**config.mk**
```make
export PLATFORM = sky130hd
export DESIGN_NAME = rtp_field_inserter
export DESIGN_NICKNAME = d
export VERILOG_FILES = /design/src/rtl/rtp_ins_pkg.sv /design/src/rtl/rtp_pt_select.sv /design/src/rtl/rtp_ts_former.sv /design/src/rtl/rtp_seq_bank.sv /design/src/rtl/rtp_field_inserter.sv
export SDC_FILE = /design/constraint.sdc
export NUM_CORES = 1
export LEC_CHECK = 0
export BUFFER_PORTS_ARGS = -buffer_cell sky130_fd_sc_hd__clkbuf_2
export CELL_PAD_IN_SITES_DETAIL_PLACEMENT = 1
export CELL_PAD_IN_SITES_GLOBAL_PLACEMENT = 1
export CORE_MARGIN = 5
export CORE_UTILIZATION = 35
export CTS_CLUSTER_DIAMETER = 30
export DETAILED_ROUTE_END_ITERATION = 8
export PLACE_DENSITY_LB_ADDON = 0.1
export SKIP_LAST_GASP = 1
export SYNTH_ARGS = -nofsm -noshare
export SYNTH_HDL_FRONTEND = slang
export SYNTH_SLANG_ARGS = --single-unit
```
**constraint.sdc**
```tcl
create_clock -name clk_i -period 3.6 [get_ports clk_i]
set_input_delay 0.72 -clock clk_i [delete_from_list [all_inputs] [get_ports clk_i]]
set_output_delay 0.72 -clock clk_i [all_outputs]
set_load 0.005 [all_outputs]
```
**src/rtl/rtp_ins_pkg.sv**
```systemverilog
package rtp_ins_pkg;
  localparam int unsigned PT_W    = 7;
  localparam int unsigned SEQ_W   = 16;
  localparam int unsigned TS_W    = 32;
  localparam int unsigned ENC_CNT = 6;
  localparam int unsigned ENC_W   = 3;

  typedef enum logic [ENC_W-1:0] {
    ENC_PCM   = 3'd0,
    ENC_AD16  = 3'd1,
    ENC_AD24  = 3'd2,
    ENC_AD32  = 3'd3,
    ENC_AD40  = 3'd4,
    ENC_CN    = 3'd5,
    ENC_KEEP  = 3'd6,
    ENC_KEEP2 = 3'd7
  } enc_e;
endpackage

```
**src/rtl/rtp_pt_select.sv**
```systemverilog
module rtp_pt_select
  import rtp_ins_pkg::*;
(
  input  logic [ENC_W-1:0]        enc_sel_i,
  input  logic [ENC_CNT*PT_W-1:0] pt_table_i,
  input  logic [PT_W-1:0]         hdr_pt_i,
  output logic [PT_W-1:0]         pt_o
);
  always_comb begin
    pt_o = hdr_pt_i;
    for (int k = 0; k < ENC_CNT; k++) begin
      if (enc_sel_i == ENC_W'(k)) pt_o = pt_table_i[k*PT_W +: PT_W];
    end
  end
endmodule

```
**src/rtl/rtp_ts_former.sv**
```systemverilog
module rtp_ts_former
  import rtp_ins_pkg::*;
(
  input  logic            clk_i,
  input  logic            rst_ni,
  input  logic            first_byte_i,
  input  logic [TS_W-1:0] gts_i,
  input  logic            ts_ins_i,
  input  logic [TS_W-1:0] hdr_ts_i,
  input  logic [TS_W-1:0] ts_offset_i,
  output logic [TS_W-1:0] ts_o
);
  logic [TS_W-1:0] held_q;
  logic [TS_W-1:0] base;

  always_ff @(posedge clk_i or negedge rst_ni) begin
    if (!rst_ni)           held_q <= '0;
    else if (first_byte_i) held_q <= gts_i;
  end

  // same-cycle strobe bypasses the hold register
  always_comb begin
    if (!ts_ins_i)         base = hdr_ts_i;
    else if (first_byte_i) base = gts_i;
    else                   base = held_q;
    ts_o = base + ts_offset_i;
  end
endmodule

```
**src/rtl/rtp_seq_bank.sv**
```systemverilog
module rtp_seq_bank
  import rtp_ins_pkg::*;
#(
  parameter int unsigned N_CONN = 4,
  localparam int unsigned CONN_W = (N_CONN > 1) ? $clog2(N_CONN) : 1
) (
  input  logic              clk_i,
  input  logic              rst_ni,
  input  logic [CONN_W-1:0] conn_i,
  input  logic              bump_i,
  output logic [SEQ_W-1:0]  seq_o
);
  logic [SEQ_W-1:0] cnt_q [N_CONN];

  for (genvar c = 0; c < N_CONN; c++) begin : g_cnt
    always_ff @(posedge clk_i or negedge rst_ni) begin
      if (!rst_ni)                                 cnt_q[c] <= '0;
      else if (bump_i && conn_i == CONN_W'(c))     cnt_q[c] <= cnt_q[c] + 1'b1;
    end
  end

  always_comb begin
    seq_o = '0;
    for (int c = 0; c < N_CONN; c++) begin
      if (conn_i == CONN_W'(c)) seq_o = cnt_q[c];
    end
  end
endmodule

```
**src/rtl/rtp_field_inserter.sv**
```systemverilog
module rtp_field_inserter
  import rtp_ins_pkg::*;
#(
  parameter int unsigned N_CONN = 4,
  localparam int unsigned CONN_W = (N_CONN > 1) ? $clog2(N_CONN) : 1
) (
  input  logic                    clk_i,
  input  logic                    rst_ni,
  input  logic [TS_W-1:0]         gts_i,
  input  logic                    first_byte_i,
  input  logic                    hdr_valid_i,
  output logic                    hdr_ready_o,
  input  logic [CONN_W-1:0]       conn_i,
  input  logic [ENC_W-1:0]        enc_sel_i,
  input  logic [ENC_CNT*PT_W-1:0] pt_table_i,
  input  logic [TS_W-1:0]         ts_offset_i,
  input  logic                    seq_ins_i,
  input  logic                    ts_ins_i,
  input  logic [PT_W-1:0]         hdr_pt_i,
  input  logic [SEQ_W-1:0]        hdr_seq_i,
  input  logic [TS_W-1:0]         hdr_ts_i,
  output logic                    out_valid_o,
  output logic [PT_W-1:0]         out_pt_o,
  output logic [SEQ_W-1:0]        out_seq_o,
  output logic [TS_W-1:0]         out_ts_o
);
  logic             live_q;
  logic             take;
  logic [PT_W-1:0]  pt_d;
  logic [SEQ_W-1:0] gen_seq;
  logic [TS_W-1:0]  ts_d;

  assign hdr_ready_o = live_q;
  assign take        = hdr_valid_i & live_q;

  rtp_pt_select u_pt (
    .enc_sel_i (enc_sel_i),
    .pt_table_i(pt_table_i),
    .hdr_pt_i  (hdr_pt_i),
    .pt_o      (pt_d)
  );

  rtp_ts_former u_ts (
    .clk_i       (clk_i),
    .rst_ni      (rst_ni),
    .first_byte_i(first_byte_i),
    .gts_i       (gts_i),
    .ts_ins_i    (ts_ins_i),
    .hdr_ts_i    (hdr_ts_i),
    .ts_offset_i (ts_offset_i),
    .ts_o        (ts_d)
  );

  rtp_seq_bank #(.N_CONN(N_CONN)) u_seq (
    .clk_i (clk_i),
    .rst_ni(rst_ni),
    .conn_i(conn_i),
    .bump_i(take & seq_ins_i),
    .seq_o (gen_seq)
  );

  always_ff @(posedge clk_i or negedge rst_ni) begin
    if (!rst_ni) begin
      live_q      <= 1'b0;
      out_valid_o <= 1'b0;
      out_pt_o    <= '0;
      out_seq_o   <= '0;
      out_ts_o    <= '0;
    end else begin
      live_q      <= 1'b1;
      out_valid_o <= take;
      if (take) begin
        out_pt_o  <= pt_d;
        out_seq_o <= seq_ins_i ? gen_seq : hdr_seq_i;
        out_ts_o  <= ts_d;
      end
    end
  end
endmodule

```
# After elaboration in Yosys (flattened, before gate mapping)
# Index checks and enable logic that the tools add are counted.
[op_classes] n_addsub=5 eq_ne=8 mux=13 bitwise_logic=2 reduce_logical=6
[op_table] operator="16-bit 2-to-1 mux" n=5
[op_table] operator="16-bit by 1-bit adder with 16-bit output, second input constant" n=4
[op_table] operator="32-bit 2-to-1 mux" n=2
[op_table] operator="7-bit 2-to-1 mux" n=6
[op_table] operator="32-bit adder" n=1
[op_table] operator="3-bit by 2-bit == test with 1-bit output, second input constant" n=2
[op_table] operator="3-bit == test, second input constant" n=2
[op_table] operator="2-bit == test, second input constant" n=2
[op_table] operator="1-bit logical AND" n=4
[op_table] operator="3-bit by 1-bit == test with 1-bit output, second input constant" n=1
[op_table] operator="3-bit logical NOT" n=1
[op_table] operator="1-bit AND" n=2
[op_table] operator="2-bit by 1-bit == test with 1-bit output, second input constant" n=1
[op_table] operator="2-bit logical NOT" n=1
[totals] register_bits=153 out_inout_bits=57

# Depth between registers and ports, before layout
# Gate-level depths: netlist (run 1).
[depth] depth_word=7 depth_mapped=13

# Cells and area by module
# A second synthesis (run 1) with hierarchy kept.
[unflattened] hier_cells=825 area_unflattened_um2=9379.0
[modules_own_cells] mod="rtp_seq_bank" instances=1 cells_each=259 area_per_inst_um2=3243.1
[modules_own_cells] mod="rtp_ts_former" instances=1 cells_each=347 area_per_inst_um2=3225.6
[modules_own_cells] mod="rtp_field_inserter" instances=1 cells_each=159 area_per_inst_um2=2382.3
[modules_own_cells] mod="rtp_pt_select" instances=1 cells_each=60 area_per_inst_um2=528.0

# Worst setup path before layout (run 1)
# Ideal clock, no wire load.
[synth_path] kind="input -> register" start="input first_byte_i" end="register out_ts_o[24]" arrival_time_ns=3.642 required_time_ns=3.531 path_slack_ns=-0.111 cell_stages=13 path_buffers=3 cell_sequence="clkbuf_1 > buf_1 > mux2_2 > mux2_2 > ha_1 > buf_4 > and4_1 > and3_1 > nand3_1 > a31oi_4 > nor2_2 > or4_1 > nand3_1"
[synth_between] elab_chain_len=3
[synth_lines] element="from (decl)" line_no="rtp_field_inserter.sv:10" source="input logic first_byte_i,"
[synth_lines] element="32-bit 2-to-1 mux"
[synth_lines] element="32-bit 2-to-1 mux" line_no="rtp_ts_former.sv:23" source="if (!ts_ins_i) base = hdr_ts_i;"
[synth_lines] element="32-bit adder" line_no="rtp_ts_former.sv:26" source="ts_o = base + ts_offset_i;"
[synth_lines] element="to (signal assigned)" line_no="rtp_field_inserter.sv:75" source="out_ts_o <= ts_d;"
[synth_lines] element="to (decl)" line_no="rtp_field_inserter.sv:25" source="output logic [TS_W-1:0] out_ts_o"
# No other way between the ends.
# A chain may end at the register's enable or synchronous reset.

# Final worst setup path (run 1)
# Ends and elaborated chain as after synthesis.

==> results of run 1 <==
critical path, stage by stage:
cell and delay (ns):
clkbuf_2 0.18, buf_4 0.20, mux2_2 0.35, mux2_2 0.28, ha_1 0.36, o211ai_1 0.19
nor3_2 0.24, nand3_1 0.16, a31oi_4 0.30, nor2_2 0.06, or4_1 0.47, nand3_1 0.10
kinds of logic (layout without fill, tap and decap cells):
group / after synthesis / after routing / synth area share
compound gates: 185 / 185 / 0.123
buf+inv: 57 / 327 / 0.0257
simple gates: 265 / 265 / 0.142
fa+ha+maj: 36 / 36 / 0.0508
mux: 109 / 109 / 0.153
other cells: 1 / 3 / 0.000416
flops: 153 / 153 / 0.425
xor+xnor: 83 / 83 / 0.0806
flip-flops by register name, indices dropped and copies added, names as in the netlist:
| signal | count |
|---|---|
| hdr_ready_o | 1 |
| out_pt_o | 7 |
| out_seq_o | 16 |
| out_ts_o | 32 |
| out_valid_o | 1 |
| u_seq.cnt_q | 64 |
| u_ts.held_q | 32 |
per-layer routing:
| metal | routed length, um | GRT usage | vias up |
|---|---|---|---|
| li1 | - | - | 3719 |
| met1 | 13000 | 0.270 | 3704 |
| met2 | 13100 | 0.310 | 153 |
| met3 | 1210 | 0.0298 | 21 |
| met4 | 374 | 0.0476 | 0 |
| met5 | 0 | 0 | - |
area by class of cell:
cell class,instances,share of cell area
Sequential cell,153,0.334
Clock buffer,17,0.0371
Multi-Input combinational cell,679,0.433
Timing Repair Buffer,286,0.141
Antenna cell,2,0.000436
Tap cell,330,0.0360
Inverter,9,0.00295
Clock inverter,15,0.0156
layout by cell type, fill, tap and decap left out, types with 21 or more instances in the layout:
master      n
nor2_1     50
clkbuf_2  227
nand4_1    27
buf_4      55
nand2_1   101
ha_1       35
xnor2_1    57
mux2_2     68
a21oi_1    49
a21o_1     21
dfrtp_1   153
o21ai_0    59
nand3_1    35
mux2i_1    25
xor2_1     26
final timing paths:
path                                      start         endpoint  depth (start not counted)
worst max-delay path               first_byte_i     out_ts_o[24]                         12
worst min-delay path                     rst_ni  u_ts.held_q[11]                          1
worst max register to register   u_ts.held_q[0]     out_ts_o[26]                         11
worst min register to register  u_seq.cnt_q[47]  u_seq.cnt_q[47]                          1
max in group asynchronous                rst_ni     out_seq_o[7]                          2
min in group clk_i              u_seq.cnt_q[47]  u_seq.cnt_q[47]                          1
where the power goes:
group	switching, mW	leakage, nW	internal (mW)
Combinational	0.716	3.30	0.665
Sequential	0.191	1.96	1.95
Clock	0.890	0.296	0.943
Total	1.80	5.55	3.56
==> results.yml, run 1 <==
critical_path:
  crit_type: "primary input to register"
  crit_fanout: 8
  required_ns: 3.96
  endpoint_kind: "register"
  crit_arrival_ns: 3.62
  cp-start-kind: "primary input"
  reg2reg_setup_slack_ns: 0.59
sta:
  setup_viol: 0
  rsz0062_at_grt: "no"
  hold_viol: 0
  clock.fmax_ghz: 0.307
  fin_crit_ns: 3.26
  worst_pin_slew_ns: 0.647
  drv_slew: 0
  whs_ns: 0.294
  fin_setup_tns_ns: 0
  fin_crit_sh: 0.905
  skew_ns: 0.0115
  worst_slack_ns: 0.341
  timing.slew.headroom: 0.568
finish:
  area_growth_pct: 27.2
  fillers: 2951
  final_core_util: 0.454
  finalNetCount: 1354
  final_cells: 1491
  drive_above_1_share: 0.356
  multiInputGateArea_sq_mm: 0.00496
  seq_area_sq_mm: 0.00383
  finalInstanceArea_sq_mm: 0.0115
cts:
  numCtsBuffers: 17
  clk_pin_slew_ns: 0.08
  cts_hold_buf: 0
  clock-root-buffer: "clkbuf_16"
  cts_tree: "built"
  cts_resized: 0
  post_cts_buffers: 0
  cts_buffer_depth: 2
  clk_latency_ns: 0.43
  clkSinkCount: 153
  htree_levels: 4
synthesis:
  syn-cell-area_sq_mm: 0.00902
  synth_flop_cell: "dfrtp_1"
  netlist_instances: 889
  synth_area_leader_cell: "dfrtp_1"
  synth_nets: 1097
  synth_area_leaders: "dfrtp_1 42%, mux2_2 8.5%, xnor2_1 5.5%"
  synth_commonest_cells: "153 x dfrtp_1, 102 x nand2_1, 68 x mux2_2, 59 x o21ai_0, 57 x xnor2_1"
  synth_edf_count: 0
  syn_avg_cell_area_sq_um: 10.1
  synth.distinct_cells: 56
  ys_ff_latch: 153
  synth_top_area_frac: 0.425
  async_flop_share: 1.00
  yosysWarnings: 0
  synth.most_common_cell: "dfrtp_1"
  yosysSeqAreaShare: 0.425
route:
  wire_per_inst_um: 18.6
  viasPerCell: 5.10
  first_pass_iters: 4
  num_vias: 7597
  wl_um: 27700
  ant_nets: 0
  drt_iter0_drc: 324
  drc: 0
floorplan:
  die_x_um: 171
  io_pins: 229
  rows: 58
  coreArea_sq_mm: 0.0253
  die_h_um: 171
  die-area_sq_mm: 0.0291
  initial_utilization: 0.357
pwr:
  total_power_mw: 5.35
  ir_drop_mv: 0.275
  power.density_mw_per_mm2: 467
  leakagePower_nw: 5.55
global_route:
  track_usage: 0.192
  grt_pass1_wl_um: 44000
  grt_remaining_overflow: 0
  grt_max_degree: 66
  grt_pass1_vias: 8024
  grt_antenna_before_repair: 2
placed_design:
  port-buffer-count: 228
  place.gp.congestion: 0.814
  place_area_sq_mm: 0.0109
  hpwlAfterDp_um: 22300
  dp_slack_ns: -0.108
  numPlacedInstances: 1457
flow_run:
  cap_viol_max_count: 0
status:
  outcome: "complete, no violations"
worst_hold_path:
  min_path_type: "primary input to asynchronous set/reset pin"
Power figures use the tool's default switching activity.
==> run 2: changes to the inputs <==
RECOVER_POWER = 50   (was not set)
==> run 2 against run 1 <==
Compared with the run above:
- the flow now finishes with violations (max-capacitance violations, max-slew violations)
- global-route usage stayed put
- core utilization is 0.064 points lower
- clock skew grew 0.00066 ns
- critical path depth did not move
- non-clock buffer count unchanged
- register-to-register slack worse by 0.12 ns
- die area did not move
- flip-flop and latch count unchanged
==> results.yml, run 2 (synthesized netlist as in run 1, its figures left out) <==
finish:
  area_growth_pct: 27.0
  finalNetCount: 1354
  final_cells: 1491
  fillers: 2951
  finalInstanceArea_sq_mm: 0.0115
  largest_reg_flops: 64
  final_core_util: 0.453
  final_cell_mix: "229 x clkbuf_2, 153 x dfrtp_1, 102 x nand2_1, 62 x mux2_2, 59 x o21ai_0"
  drive_above_1_share: 0.350
  max_flop_register: "u_seq.cnt_q"
  reg_top3: "u_seq.cnt_q (64), out_ts_o (32), u_ts.held_q (32)"
  mostFrequentLayoutCell: "clkbuf_2"
placed_design:
  place.gp.congestion: 0.814
  numPlacedInstances: 1457
  dp_slack_ns: -0.108
  place_area_sq_mm: 0.0109
  hpwlAfterDp_um: 22300
  port-buffer-count: 228
sta:
  drv_slew: 65
  whs_ns: 0.471
  fin_crit_ns: 3.27
  hold_viol: 0
  fin_crit_sh: 0.908
  worst_pin_slew_ns: 1.78
  clock.fmax_ghz: 0.306
  worst_slack_ns: 0.330
  skew_ns: 0.0121
  rsz0062_at_grt: "no"
  setup_viol: 0
  timing.slew.headroom: -0.187
route:
  viasPerCell: 5.10
  drt_iter0_drc: 355
  num_vias: 7597
  first_pass_iters: 4
  drc: 0
  ant_nets: 0
  wire_per_inst_um: 18.6
  wl_um: 27700
cts:
  clock-root-buffer: "clkbuf_16"
  cts_tree: "built"
  cts_hold_buf: 0
  numCtsBuffers: 17
  cts_buffer_depth: 2
  htree_levels: 4
  clk_pin_slew_ns: 0.08
  clk_latency_ns: 0.43
  clkSinkCount: 153
  cts_resized: 0
  post_cts_buffers: 0
critical_path:
  crit_type: "primary input to register"
  endpoint_kind: "register"
  crit_arrival_ns: 3.63
  cp-start-kind: "primary input"
  crit_fanout: 8
  r2r_cells: 7
  required_ns: 3.96
global_route:
  grt_antenna_before_repair: 2
  grt_max_degree: 66
  grt_pass1_vias: 8024
  track_usage: 0.192
  grt_pass1_wl_um: 44000
  grt_remaining_overflow: 0
floorplan:
  die_h_um: 171
  rows: 58
  initial_utilization: 0.357
  coreArea_sq_mm: 0.0253
  io_pins: 229
  die_x_um: 171
  die-area_sq_mm: 0.0291
flow_run:
  cap_viol_max_count: 1
status:
  outcome: "finished with violations"
  failed_checks: "max-capacitance violations, max-slew violations"
worst_hold_path:
  worstHoldPathCells: 1
  min_path_type: "register to register"
pwr:
  power_frac_seq: 0.400
  p_comb_frac: 0.258
  power_switching_mw: 1.80
  ir_drop_mv: 0.274
  power.density_mw_per_mm2: 467
  clock_power_share: 0.342
  intPower_mw: 3.55
  leakagePower_nw: 5.54
  netSwitchingFraction: 0.336
-- run 2: changes by cell type in the layout (fill, tap and decap cells not counted), sizes merged --
cell / change
clkbuf: +2
buf: -2
-- run 2: per-stage QoR --
stage / total power, mW / TNS, ns
after floorplan: 2.89 / 0
after global routing: 5.68 / 0
after global placement: 3.54 / -0.0553
after detailed placement: 3.57 / -0.282
after CTS: 5.43 / 0
final: 5.35 / 0
-- run 2: area by class of cell --
class | count | area, sq um | share of cell area
sequential | 153 | 3830 | 0.334
antenna | 2 | 5.00 | 0.000437
inverter | 9 | 33.8 | 0.00295
tap | 330 | 413 | 0.0361
timing repair buffer | 286 | 1610 | 0.141
multi-input combinational | 679 | 4960 | 0.433
clock buffer | 17 | 425 | 0.0371
clock inverter | 15 | 179 | 0.0156
-- run 2: final timing paths --
kind | slack, ns | start | end
max | 0.33 | first_byte_i | out_ts_o[24]
min | 0.47 | u_seq.cnt_q[47] | u_seq.cnt_q[47]
max reg2reg | 0.47 | hdr_ready_o | u_seq.cnt_q[15]
min reg2reg | 0.47 | u_seq.cnt_q[47] | u_seq.cnt_q[47]
max in group asynchronous | 1.25 | rst_ni | out_seq_o[7]
min in group asynchronous | 0.76 | rst_ni | u_ts.held_q[11]
-- run 2: critical path: stages --
cell	delay (ns)
clkbuf_2	0.18
buf_4	0.20
mux2_1	0.35
mux2_2	0.28
ha_1	0.36
o211ai_1	0.19
nor3_2	0.24
nand3_1	0.16
a31oi_4	0.30
nor2_2	0.06
or4_1	0.47
nand3_1	0.10
-- run 2: power by group through the flow --
stage               Combinational [mW]  Clock [mW]  Sequential (mW)
floorplan                        0.760           0             2.13
global placement                  1.37           0             2.17
detailed placement                1.40           0             2.18
CTS                               1.40        1.88             2.14
global route                      1.54        1.96             2.17
finish                            1.38        1.83             2.14
-- run 2: routing by layer --
layer	vias to the layer above	GRT usage	routed length, um
li1	3717	-	-
met1	3712	0.270	13000
met2	146	0.310	13200
met3	22	0.0298	1220
met4	0	0.0476	348
met5	-	0	0
==> run 3: changes to the inputs <==
REMOVE_ABC_BUFFERS = 1   (was not set)
==> run 3 against run 2 <==
Compared with the run above:
- largest cell class unchanged
- the run still ends with max-capacitance violations, max-slew violations left
- clock skew grew 0.0063 ns
- hold slack lost 0.0026 ns
- maximum frequency shrank 0.71%
- worst setup slack lost 0.023 ns
- global-route usage grew 0.31 points
- largest power group unchanged
- critical endpoint is now out_ts_o[26]
- first-iteration DRC count shrank 26%
==> results.yml, run 3 (synthesized netlist as in run 1, its figures left out) <==
route:
  viasPerCell: 5.07
  top_layer: "met5"
  wl_met2_um: 14200
  wire_per_inst_um: 18.6
  routed-wl-met3_um: 1510
  wl_met1_um: 12000
  first_pass_iters: 6
  ant_nets: 0
  drc: 0
  drt_iter0_drc: 264
  wl_um: 28000
  num_vias: 7626
cts:
  numCtsBuffers: 17
  cts_hold_buf: 0
  post_cts_buffers: 0
  cts_tree: "built"
  clkSinkCount: 153
  clk_pin_slew_ns: 0.07
  clk_latency_ns: 0.43
  htree_levels: 4
  cts_buffer_depth: 2
  clock-root-buffer: "clkbuf_16"
  cts_resized: 0
placed_design:
  place.gp.congestion: 0.818
  port-buffer-count: 228
  hpwlAfterDp_um: 22200
  numPlacedInstances: 1473
critical_path:
  crit_slowest_cell: "fa_1"
  max_stage_delay_ns: 0.44
  path_buf_inv: 3
  crit_fanout: 8
  path_delay_family: "compound AO/OA/AOI/OAI gates"
  cp-start-kind: "primary input"
  crit_chain: "clkbuf_2 > buf_4 > mux2_2 > mux2_2 > fa_1 > a21oi_1 > o211ai_2 > nand3_1 > a31oi_4 > a211oi_2 > buf_4 > xor2_1 > o21ai_1"
  crit_type: "primary input to register"
  crit_arrival_ns: 3.57
  required_ns: 3.88
  endpoint_kind: "register"
floorplan:
  die-area_sq_mm: 0.0291
  coreArea_sq_mm: 0.0253
  io_pins: 229
  die_x_um: 171
  die_h_um: 171
  rows: 58
  initial_utilization: 0.357
finish:
  finalNetCount: 1370
  drive_above_1_share: 0.359
  area_growth_pct: 27.9
  final_cell_mix: "228 x clkbuf_2, 153 x dfrtp_1, 101 x nand2_1, 70 x buf_4, 65 x mux2_2"
  reg_top3: "u_seq.cnt_q (64), out_ts_o (32), u_ts.held_q (32)"
  largest_reg_flops: 64
  final_core_util: 0.457
  mostFrequentLayoutCell: "clkbuf_2"
  max_flop_register: "u_seq.cnt_q"
  final_cells: 1505
global_route:
  grt_remaining_overflow: 0
  track_usage: 0.195
  grt_antenna_before_repair: 2
  grt_max_degree: 78
  grt_pass1_wl_um: 44900
  grt_pass1_vias: 8417
worst_hold_path:
  min_path_type: "register to register"
pwr:
  leakagePower_nw: 5.60
  ir_drop_mv: 0.245
  power.density_mw_per_mm2: 463
sta:
  skew_ns: 0.0184
  fin_crit_ns: 3.29
  hold_viol: 0
  worst_pin_slew_ns: 1.52
  fin_crit_sh: 0.915
  rsz0062_at_grt: "no"
  clock.fmax_ghz: 0.304
  setup_viol: 0
  timing.slew.headroom: -0.0108
  drv_slew: 57
  fin_setup_tns_ns: 0
flow_run:
  cap_viol_max_count: 1
status:
  outcome: "finished with violations"
  failed_checks: "max-capacitance violations, max-slew violations"
## run 3: path summary, 6_finish.rpt
kind | from | to | slack (ns) | cells past startpoint
hold reg to reg | u_seq.cnt_q[47] | u_seq.cnt_q[47] | 0.47 | 1
setup / recovery | first_byte_i | out_ts_o[26] | 0.31 | 13
hold / removal | u_seq.cnt_q[47] | u_seq.cnt_q[47] | 0.47 | 1
min in group asynchronous | rst_ni | u_ts.held_q[11] | 0.62 | 1
max in group asynchronous | rst_ni | u_seq.cnt_q[41] | 1.07 | 2
setup reg to reg | u_ts.held_q[0] | out_ts_o[26] | 0.54 | 12
## run 3: metrics by stage
stage          instance area, sq um  total power, mW  hold slack [ns]  setup slack (ns)
3_5_place_dp                  11000             3.58            0.458            -0.163
4_1_cts                       11600             5.43            0.251             0.280
5_1_grt                       11500             5.67            0.501             0.150
6_report                      11500             5.34            0.468             0.306
3_3_place_gp                  11000             3.54            0.457           -0.0903
2_1_floorplan                  8820             2.85            0.424            -0.409
## run 3: layer usage
layer | GRT usage | vias up
met5 | 0 | -
met3 | 0.0423 | 23
li1 | - | 3742
met2 | 0.342 | 166
met1 | 0.244 | 3693
met4 | 0.0493 | 2
## run 3: where the power goes
part	switching [mW]	leakage, nW	internal, mW	total [mW]
Clock	0.770	0.276	1.05	1.82
Sequential	0.182	1.96	1.95	2.13
Combinational	0.709	3.36	0.681	1.39
## run 3: cell type report
type | instances | area, sq um
Inverter | 9 | 33.8
Sequential cell | 153 | 3830
Fill cell | 2943 | 13700
Timing Repair Buffer | 302 | 1710
Antenna cell | 1 | 2.50
Clock inverter | 12 | 144
Multi-Input combinational cell | 679 | 4960
Tap cell | 330 | 413
Clock buffer | 19 | 443
